File: config.mk
export PLATFORM = sky130hd
export DESIGN_NAME = burst_sram
export DESIGN_NICKNAME = d
export VERILOG_FILES = /design/src/rtl/sbr_pkg.sv /design/src/rtl/sbr_ctrl.sv /design/src/rtl/sbr_burst.sv /design/src/rtl/sbr_array.sv /design/src/rtl/burst_sram.sv
export SDC_FILE = /design/constraint.sdc
export NUM_CORES = 2
export LEC_CHECK = 0
export BUFFER_PORTS_ARGS = -buffer_cell sky130_fd_sc_hd__buf_2
export CAP_MARGIN = 20
export CORE_UTILIZATION = 29
export CTS_CLUSTER_SIZE = 8
export DETAILED_ROUTE_END_ITERATION = 10
export PLACE_DENSITY_LB_ADDON = 0.08
export SLEW_MARGIN = 20
export SYNTH_ARGS = -nofsm -noshare
export SYNTH_HDL_FRONTEND = slang
export SYNTH_MEMORY_MAX_BITS = 65536
export SYNTH_SLANG_ARGS = --single-unit
File: constraint.sdc
create_clock -name clk -period 5.1 [get_ports clk]
set_input_delay 0.255 -clock clk [delete_from_list [all_inputs] [get_ports clk]]
set_output_delay 0.255 -clock clk [all_outputs]
set_load 0.005 [all_outputs]
File: src/rtl/sbr_pkg.sv
package sbr_pkg;

   // Kind of array access chosen for the current cycle.
   typedef enum logic [1:0] {
      ACC_NONE  = 2'd0,
      ACC_READ  = 2'd1,
      ACC_WRITE = 2'd2
   } acc_e;

   localparam int unsigned BURST_BITS = 2;

endpackage

File: src/rtl/sbr_ctrl.sv
module sbr_ctrl
   import sbr_pkg::*;
#(
   parameter int unsigned LANES = 2
) (
   input  logic             clk,
   input  logic             rst_n,
   input  logic             host_ld_n,
   input  logic             ctlr_ld_n,
   input  logic             burst_go_n,
   input  logic             cs_n,
   input  logic             we_n,
   input  logic [LANES-1:0] lane_n,
   output logic             load_o,
   output logic             step_o,
   output logic             en_now_o,
   output logic             en_q_o,
   output logic             pend_q_o,
   output acc_e             acc_o
);

   logic host_ld;
   logic ctlr_ld;
   logic idle_strb;
   logic wr_req;
   logic en_q;
   logic pend_q;
   acc_e kind;

   // Host strobe has priority over the controller strobe.
   assign host_ld   = ~host_ld_n;
   assign ctlr_ld   = host_ld_n & ~ctlr_ld_n;
   assign idle_strb = host_ld_n & ctlr_ld_n;
   assign wr_req    = ~we_n & (|(~lane_n));

   assign load_o   = host_ld | ctlr_ld;
   assign step_o   = idle_strb & ~burst_go_n;
   assign en_now_o = load_o ? ~cs_n : en_q;

   always_comb begin
      if (host_ld) begin
         kind = ACC_READ;
      end else if (ctlr_ld) begin
         kind = wr_req ? ACC_WRITE : ACC_READ;
      end else if (wr_req && (step_o || pend_q)) begin
         kind = ACC_WRITE;
      end else begin
         kind = ACC_READ;
      end
   end

   // A write to a disabled device becomes no access at all.
   assign acc_o = (kind == ACC_WRITE && !en_now_o) ? ACC_NONE : kind;

   always_ff @(posedge clk or negedge rst_n) begin
      if (!rst_n) begin
         en_q   <= 1'b0;
         pend_q <= 1'b0;
      end else begin
         en_q   <= en_now_o;
         pend_q <= host_ld;
      end
   end

   assign en_q_o   = en_q;
   assign pend_q_o = pend_q;

endmodule

File: src/rtl/sbr_burst.sv
module sbr_burst
   import sbr_pkg::*;
#(
   parameter int unsigned ADDR_W       = 8,
   parameter bit          BURST_LINEAR = 1'b0
) (
   input  logic                  clk,
   input  logic                  rst_n,
   input  logic                  load,
   input  logic                  step,
   input  logic [ADDR_W-1:0]     addr_i,
   output logic [ADDR_W-1:0]     addr_o,
   output logic [BURST_BITS-1:0] cnt_o
);

   localparam int unsigned HI_W = ADDR_W - BURST_BITS;

   logic [ADDR_W-1:0]     base_q;
   logic [ADDR_W-1:0]     base_nx;
   logic [BURST_BITS-1:0] cnt_q;
   logic [BURST_BITS-1:0] cnt_nx;
   logic [BURST_BITS-1:0] low_bits;

   always_comb begin
      if (load) begin
         cnt_nx = '0;
      end else if (step) begin
         cnt_nx = cnt_q + BURST_BITS'(1);
      end else begin
         cnt_nx = cnt_q;
      end
   end

   assign base_nx = load ? addr_i : base_q;

   generate
      if (BURST_LINEAR) begin : g_linear
         assign low_bits = base_nx[BURST_BITS-1:0] + cnt_nx;
      end else begin : g_xor
         assign low_bits = base_nx[BURST_BITS-1:0] ^ cnt_nx;
      end
   endgenerate

   assign addr_o = {base_nx[ADDR_W-1 -: HI_W], low_bits};
   assign cnt_o  = cnt_q;

   always_ff @(posedge clk or negedge rst_n) begin
      if (!rst_n) begin
         base_q <= '0;
         cnt_q  <= '0;
      end else begin
         base_q <= base_nx;
         cnt_q  <= cnt_nx;
      end
   end

endmodule

File: src/rtl/sbr_array.sv
module sbr_array #(
   parameter int unsigned ADDR_W = 8,
   parameter int unsigned LANE_W = 9,
   parameter int unsigned LANES  = 2
) (
   input  logic                    clk,
   input  logic                    rst_n,
   input  logic                    wr,
   input  logic                    rd,
   input  logic [ADDR_W-1:0]       addr,
   input  logic [LANES-1:0]        lane_we,
   input  logic [LANES*LANE_W-1:0] din,
   output logic [LANES*LANE_W-1:0] rdata
);

   localparam int unsigned DEPTH = 1 << ADDR_W;

   generate
      for (genvar g = 0; g < LANES; g++) begin : g_lane
         logic [LANE_W-1:0] mem_q [DEPTH];
         logic [LANE_W-1:0] rd_q;

         always_ff @(posedge clk) begin
            if (wr && lane_we[g]) begin
               mem_q[addr] <= din[g*LANE_W +: LANE_W];
            end
         end

         always_ff @(posedge clk or negedge rst_n) begin
            if (!rst_n) begin
               rd_q <= '0;
            end else if (rd) begin
               rd_q <= mem_q[addr];
            end
         end

         assign rdata[g*LANE_W +: LANE_W] = rd_q;
      end
   endgenerate

endmodule

File: src/rtl/burst_sram.sv
module burst_sram
   import sbr_pkg::*;
#(
   parameter int unsigned ADDR_W       = 8,
   parameter int unsigned LANE_W       = 9,
   parameter bit          BURST_LINEAR = 1'b0
) (
   input  logic                  clk,
   input  logic                  rst_n,
   input  logic [ADDR_W-1:0]     addr,
   input  logic                  host_ld_n,
   input  logic                  ctlr_ld_n,
   input  logic                  burst_go_n,
   input  logic                  cs_n,
   input  logic                  we_n,
   input  logic                  lane_lo_n,
   input  logic                  lane_hi_n,
   input  logic                  oe_n,
   input  logic [2*LANE_W-1:0]   din,
   output logic [2*LANE_W-1:0]   dout
);

   localparam int unsigned LANES  = 2;
   localparam int unsigned DATA_W = LANES * LANE_W;

   generate
      if (ADDR_W < BURST_BITS || ADDR_W > 12) begin : g_bad_addr_w
         $error("burst_sram: ADDR_W must lie in 2..12");
      end
      if (LANE_W < 1) begin : g_bad_lane_w
         $error("burst_sram: LANE_W must be at least 1");
      end
   endgenerate

   logic                  load;
   logic                  step;
   logic                  en_now;
   logic                  en_q;
   logic                  pend_q;
   acc_e                  acc;
   logic [ADDR_W-1:0]     eff_addr;
   logic [BURST_BITS-1:0] cnt_q;
   logic [DATA_W-1:0]     rdata;
   logic                  out_en_q;
   logic [LANES-1:0]      lane_n;

   assign lane_n = {lane_hi_n, lane_lo_n};

   sbr_ctrl #(.LANES(LANES)) ctrl_i (
      .clk       (clk),
      .rst_n     (rst_n),
      .host_ld_n (host_ld_n),
      .ctlr_ld_n (ctlr_ld_n),
      .burst_go_n(burst_go_n),
      .cs_n      (cs_n),
      .we_n      (we_n),
      .lane_n    (lane_n),
      .load_o    (load),
      .step_o    (step),
      .en_now_o  (en_now),
      .en_q_o    (en_q),
      .pend_q_o  (pend_q),
      .acc_o     (acc)
   );

   sbr_burst #(.ADDR_W(ADDR_W), .BURST_LINEAR(BURST_LINEAR)) burst_i (
      .clk   (clk),
      .rst_n (rst_n),
      .load  (load),
      .step  (step),
      .addr_i(addr),
      .addr_o(eff_addr),
      .cnt_o (cnt_q)
   );

   sbr_array #(.ADDR_W(ADDR_W), .LANE_W(LANE_W), .LANES(LANES)) array_i (
      .clk    (clk),
      .rst_n  (rst_n),
      .wr     (acc == ACC_WRITE),
      .rd     (acc == ACC_READ),
      .addr   (eff_addr),
      .lane_we(~lane_n),
      .din    (din),
      .rdata  (rdata)
   );

   // Enable state that travels with the word last read.
   always_ff @(posedge clk or negedge rst_n) begin
      if (!rst_n) begin
         out_en_q <= 1'b0;
      end else if (acc == ACC_READ) begin
         out_en_q <= en_now;
      end
   end

   assign dout = (!oe_n && out_en_q) ? rdata : '0;

endmodule

# [Word level (Yosys, flattened, before mapping)]
# Memory sizes are Yosys's and may differ from the RTL's. A register that Yosys moved wholly into a read port is not among the register bits.
# Index checks and enable logic that the tools add are counted.
# Widths: inputs -> output; s select.
[word_totals] word_cells=48 ram_bits=4608 memories=2 output_inout_bits=18 regBits=13 input_bits=36
[memory_table] memory="array_i.g_lane[0].mem_q" words=256 width=9 read_ports=1 rd_ports_with_merged_regs=1 wr=1 line_no="sbr_array.sv:20" source="logic [LANE_W-1:0] mem_q [DEPTH];"
[memory_table] memory="array_i.g_lane[1].mem_q" words=256 width=9 read_ports=1 rd_ports_with_merged_regs=1 wr=1 line_no="sbr_array.sv:20"
[classes] n_addsub=1 bitwise=12 n_eq_ne=3 muxes=14 reduce_logical=11
[ops] operator="$mux 18" count=1
[ops] operator="$mux 2" count=7
[ops] operator="$mux 8" count=1
[ops] operator="$logic_and 1x1->1" count=5
[ops] operator="$mux 1" count=5
[ops] operator="$not 1->1" count=5
[ops] operator="$and 1x1->1" count=4
[ops] operator="$eq 2x2->1 const B" count=2
[ops] operator="$logic_not 1->1" count=4
[ops] operator="$add 2x1->2 const B" count=1
[ops] operator="$eq 2x1->1 const B" count=1
[ops] operator="$not 2->2" count=1
[ops] operator="$reduce_or 2->1" count=1
[ops] operator="$xor 2x2->2" count=1
[ops] operator="$logic_or 1x1->1" count=1
[ops] operator="$or 1x1->1" count=1

# [Longest topological paths before layout]
[depth] ltp_word=14 ltp_mapped=16 depth_no_buf=9

# [Modules after synthesis]
# From an unflattened synthesis, not the netlist that was laid out.
[hier_totals] hier_cells=8358 hier_area_um2=179698.6
[by_module_without_submodules] module="sbr_array" instances=1 cells_each=8281 seq_area_each_um2=138823.1 area_each_um2=178902.8
[by_module_without_submodules] module="sbr_burst" instances=1 cells_each=39 seq_area_each_um2=250.2 area_each_um2=464.2
[by_module_without_submodules] module="burst_sram" instances=1 cells_each=26 seq_area_each_um2=25.0 area_each_um2=220.2
[by_module_without_submodules] module="sbr_ctrl" instances=1 cells_each=12 seq_area_each_um2=50.0 area_each_um2=111.4

# [Worst setup path after synthesis]
# Ideal clock, no wire load.
[synth_path] path_kind="reg2reg" startpoint="reg burst_i.base_q[0]" endpoint="mem array_i.g_lane[1].mem_q[203][0] (enable)" path_slack_ps=1571 setup_time_ps=374 path_stages_with_launch=12 n_path_buf=7 t_required_ps=4726 synth_period_minus_slack_ps=3529 arrival_time_ps=3155 cell_sequence="dfrtp_1 xor3_1 a21oi_2 buf_2 buf_2 buf_2 buf_2 clkbuf_1 clkbuf_1 nand2_1 buf_1 nor2_1"
[synth_via] elab_chain_len=2
[synth_lines] item="start: declaration" line_no="sbr_burst.sv:18" source="logic [ADDR_W-1:0] base_q;"
[synth_lines] item="start signal: assignment" line_no="sbr_burst.sv:52" source="base_q <= base_nx;"
[synth_lines] item="$mux 8" line_no="sbr_burst.sv:34" source="assign base_nx = load ? addr_i : base_q;"
[synth_lines] item="$xor 2x2->2" line_no="sbr_burst.sv:40" source="assign low_bits = base_nx[BURST_BITS-1:0] ^ cnt_nx;"
[synth_lines] item="end: declaration" line_no="sbr_array.sv:20"
# Every way passes these cells.

# [Final worst setup path]
[layout_path] startpoint="reg burst_i.base_q[1]" endpoint="reg array_i.g_lane[0].rd_q[4] (read register of array_i.g_lane[0].mem_q)"
[layout_via] elab_chain_len=2
[layout_lines] item="$mux 8" line_no="sbr_burst.sv:34"
[layout_lines] item="$xor 2x2->2" line_no="sbr_burst.sv:40"
[layout_lines] item="end: declaration" line_no="sbr_array.sv:21" source="logic [LANE_W-1:0] rd_q;"
# Every way passes these cells.
# A chain may end at the register's enable or synchronous reset.

==> reports/metrics.yaml <==
place:
  dpl-instance-area_um2: 199000
  placed_cells: 20100
  port_buffers: 53
  gp_congestion: 0.809
  detailedPlace.worstSlack_ns: -0.408
  dpl.hpwl_um: 417000
setup_path:
  crit_end: "array_i.g_lane[0].rd_q[4]"
  timing.rr.end: "array_i.g_lane[0].rd_q[4]"
  cp-end-kind: "register"
  worstSetupStartpointType: "register"
  crit_start: "burst_i.base_q[1]"
  slowest_delay_ns: 0.55
  path_cells: "xnor2_2 > xor2_4 > buf_4 > o32a_2 > buf_12 > a21oi_1 > or4_1 > a222oi_1 > buf_4 > nor4bb_1 > o22ai_1 > o32a_1"
  critical_path_required_ns: 6.06
  crit_cells: 12
  crit_family: "compound AO/OA/AOI/OAI gates"
  critPathMaxFanout: 52
  path_buf_inv: 3
  ff2ff_path_depth: 12
  crit_arrival_ns: 5.87
  crit_type: "reg -> reg"
  r2r_slack_ns: 0.18
  critical_path.slowest_cell: "or4_1"
  crit_top_cell: "buf_4"
  r2r_start: "burst_i.base_q[1]"
drt:
  drc: 0
  avgViaCountPerCell: 5.12
  ant_nets: 0
  routedWlPerCell_um: 31.4
  first_iter_violations: 9541
  drt_wl_total_um: 658000
  firstDrtPassIters: 6
  vias: 107000
grt:
  grt_usage_pct: 20.1
  grt_pass1_vias: 108000
  grt_overflow: 0
  antenna_found_initial: 63
  grt_max_degree: 143
  grt_first_pass_wirelength_um: 903000
finish:
  design_area_um2: 217000
  regArea_um2: 139000
  multi_input_area_um2: 41100
  fillers: 59900
  instances_no_fill: 21000
  nets: 12500
  area_growth_pct: 18.5
  drive_above_1_share_pct: 15.0
  postLayoutCoreUtil_pct: 34.6
sta:
  worst_slack_ns: 0.183
  post-route-period-util_pct: 96.4
  worst_pin_slew_ns: 1.30
  clock_skew_ns: 0.0937
  max_freq_mhz: 203
  finalSetupViolations: 0
  final_hold_viol_count: 0
  slew_headroom_pct: 12.6
  min_period_ns: 4.92
  rsz0062_at_grt: "no"
  maxSlewViolCount: 0
synthesis:
  yosys_register_bits: 4639
  syn_nets: 11700
  avgSynthCellArea_um2: 15.7
  dominantRegCellSynth: "edfxtp_1"
  synthCells: 11700
  ys_types: 75
  synthArstFlopShare_pct: 0.668
  synth-edff-count: 4608
  yosysSeqAreaShare_pct: 75.8
  netlist_area_um2: 183000
  ys_warn_count: 0
job:
  max-cap-violations: 0
clock_network:
  clockBufferDepth: 4
  path_clk_slew_ns: 0.05
  clock_insertion_delay_worst_skew_ns: 1.10
  cts_tree: "done"
  cts_sinks: 4639
  cts_buffers: 653
  htree_levels: 6
  root_buffer: "clkbuf_16"
power_and_ir_drop:
  power.leakage_nw: 72.4
  switching_share_pct: 24.2
  peakVddDrop_uv: 371
  power_frac_comb_pct: 7.7
  switchingPower_mw: 21.5
  p_clk_share_pct: 44.7
  internal-power_mw: 67.2
  pwr-share-seq_pct: 47.6
  power_density_nw_per_um2: 408
floorplan:
  initial_utilization_pct: 29.2
  row_count: 291
  die_h_um: 797
  pin_count: 54
  die_w_um: 797
  dieArea_um2: 636000
  core_um2: 629000
run_status:
  outcome: "finished, final reports clean"
worst_hold_path:
  min_path_type: "in -> reg"
repair_timing:
action | 4_1_cts | 5_1_grt
hold buffers | 42 | 0
pin swaps | 1 | 0
gates resized for setup | 2 | 2
buffers inserted | 1 | 0
endpoints found under the hold margin | 2224 | 0
cloned | 0 | 0
endpoints found under the setup margin | 5 | 2
power by group through the flow:
stage | Combinational (mW) | Sequential, mW | Clock [mW]
2_1_floorplan | 3.23 | 42.8 | 0
3_3_place_gp | 6.87 | 42.9 | 0
3_5_place_dp | 6.89 | 42.9 | 0
4_1_cts | 6.95 | 42.2 | 40.5
5_1_grt | 7.21 | 42.1 | 41.9
6_report | 6.85 | 42.2 | 39.6
worst register-to-register path: stages (launching register included):
cell and delay, ns:
dfrtp_1 0.41, xnor2_2 0.41, xor2_4 0.23, buf_4 0.37, o32a_2 0.40, buf_12 0.33
a21oi_1 0.20, or4_1 0.55, a222oi_1 0.43, buf_4 0.21, nor4bb_1 0.47, o22ai_1 0.37
o32a_1 0.40
synthesized netlist by cell type, types with 8 or more instances:
master	n	share of area, %
nor3_1	34	0.093
mux2_2	200	1.2
buf_6	29	0.18
and3_1	119	0.41
dfrtp_1	31	0.42
o32a_1	17	0.093
nor4_1	189	0.64
a31oi_1	45	0.15
edfxtp_1	4608	75
a222oi_1	12	0.065
buf_1	100	0.20
nor2_1	541	1.1
a221oi_1	101	0.48
a21oi_1	677	1.8
nand4_1	36	0.12
o41ai_1	17	0.081
o221ai_1	14	0.067
a2111oi_0	32	0.15
inv_1	59	0.12
o211ai_1	166	0.68
o21ai_0	83	0.23
o22ai_1	659	2.2
a211oi_1	17	0.070
and4b_1	11	0.060
clkbuf_1	333	0.68
a22o_1	10	0.048
o22a_1	8	0.038
mux2i_1	1463	8.0
or4_1	43	0.18
nand3_1	231	0.63
buf_2	280	0.76
and2_1	23	0.078
nand2_1	1373	2.8
buf_4	35	0.14
through the flow:
step           hold WS (ns)  TNS, ns  power [mW]
6_report             0.0907        0        88.6
5_1_grt              0.0769        0        91.2
4_1_cts              0.0356        0        89.7
3_5_place_dp          0.465   -0.467        49.8
3_3_place_gp          0.465   -59.44        49.8
2_1_floorplan       -0.0406        0        46.0
per-layer routing:
metal / up-vias / wire length, um / track usage (%)
met3: 791 / 32700 / 2.50
met2: 3115 / 312000 / 33.2
met4: 6 / 14600 / 4.47
met1: 56600 / 299000 / 28.3
li1: 46900 / - / -
met5: - / 30 / 0
registers in the layout, indices dropped and copies added, names as in the netlist:
name,count
array_i.g_lane.mem_q,4608
array_i.g_lane.rd_q,18
burst_i.base_q,8
burst_i.cnt_o,2
ctrl_i.en_q_o,1
ctrl_i.pend_q_o,1
out_en_q,1
how the worst min path moves through the flow:
stage / startpoint / end / slack, ns / depth (start not counted)
3_5_place_dp: rst_n / burst_i.base_q[4] / 0.47 / 2
5_1_grt: we_n / out_en_q / 0.08 / 6
2_1_floorplan: rst_n / array_i.g_lane[0].rd_q[0] / -0.04 / 0
4_1_cts: we_n / out_en_q / 0.04 / 6
3_3_place_gp: rst_n / burst_i.base_q[5] / 0.47 / 2
6_report: we_n / out_en_q / 0.09 / 6
layout make-up:
class | count | area share (%)
multi-input cells | 6218 | 18.9
inverters | 59 | 0.102
clock inverters | 62 | 0.615
diodes | 21 | 0.0242
well taps | 8350 | 4.80
clock buffers | 733 | 7.68
repair buffers | 875 | 3.86
flip-flops and latches | 4639 | 64.0
cell usage in the layout, fill, tap and decap left out, types with 189 or more instances in the layout:
| cell type | count |
|---|---|
| clkbuf_16 | 656 |
| buf_4 | 643 |
| o22ai_1 | 658 |
| nor4_1 | 189 |
| nand3_1 | 224 |
| nand2_1 | 1346 |
| mux2i_1 | 1458 |
| mux2_2 | 200 |
| a21oi_1 | 673 |
| nor2_1 | 491 |
| edfxtp_1 | 4608 |
kinds of logic (layout without fill, tap and decap cells):
kind of cell | Yosys count | after routing | share of synthesized area [%]
other | 0 | 21 | 0
and+or+nand+nor | 2628 | 2628 | 6.25
buffers and inverters | 836 | 1729 | 2.09
xor gates and xnor gates | 5 | 5 | 0.0443
AOI/OAI and AO/OA | 1918 | 1918 | 6.54
DFF | 4639 | 4639 | 75.8
muxes | 1667 | 1667 | 9.24
Power figures use the tool's default switching activity.
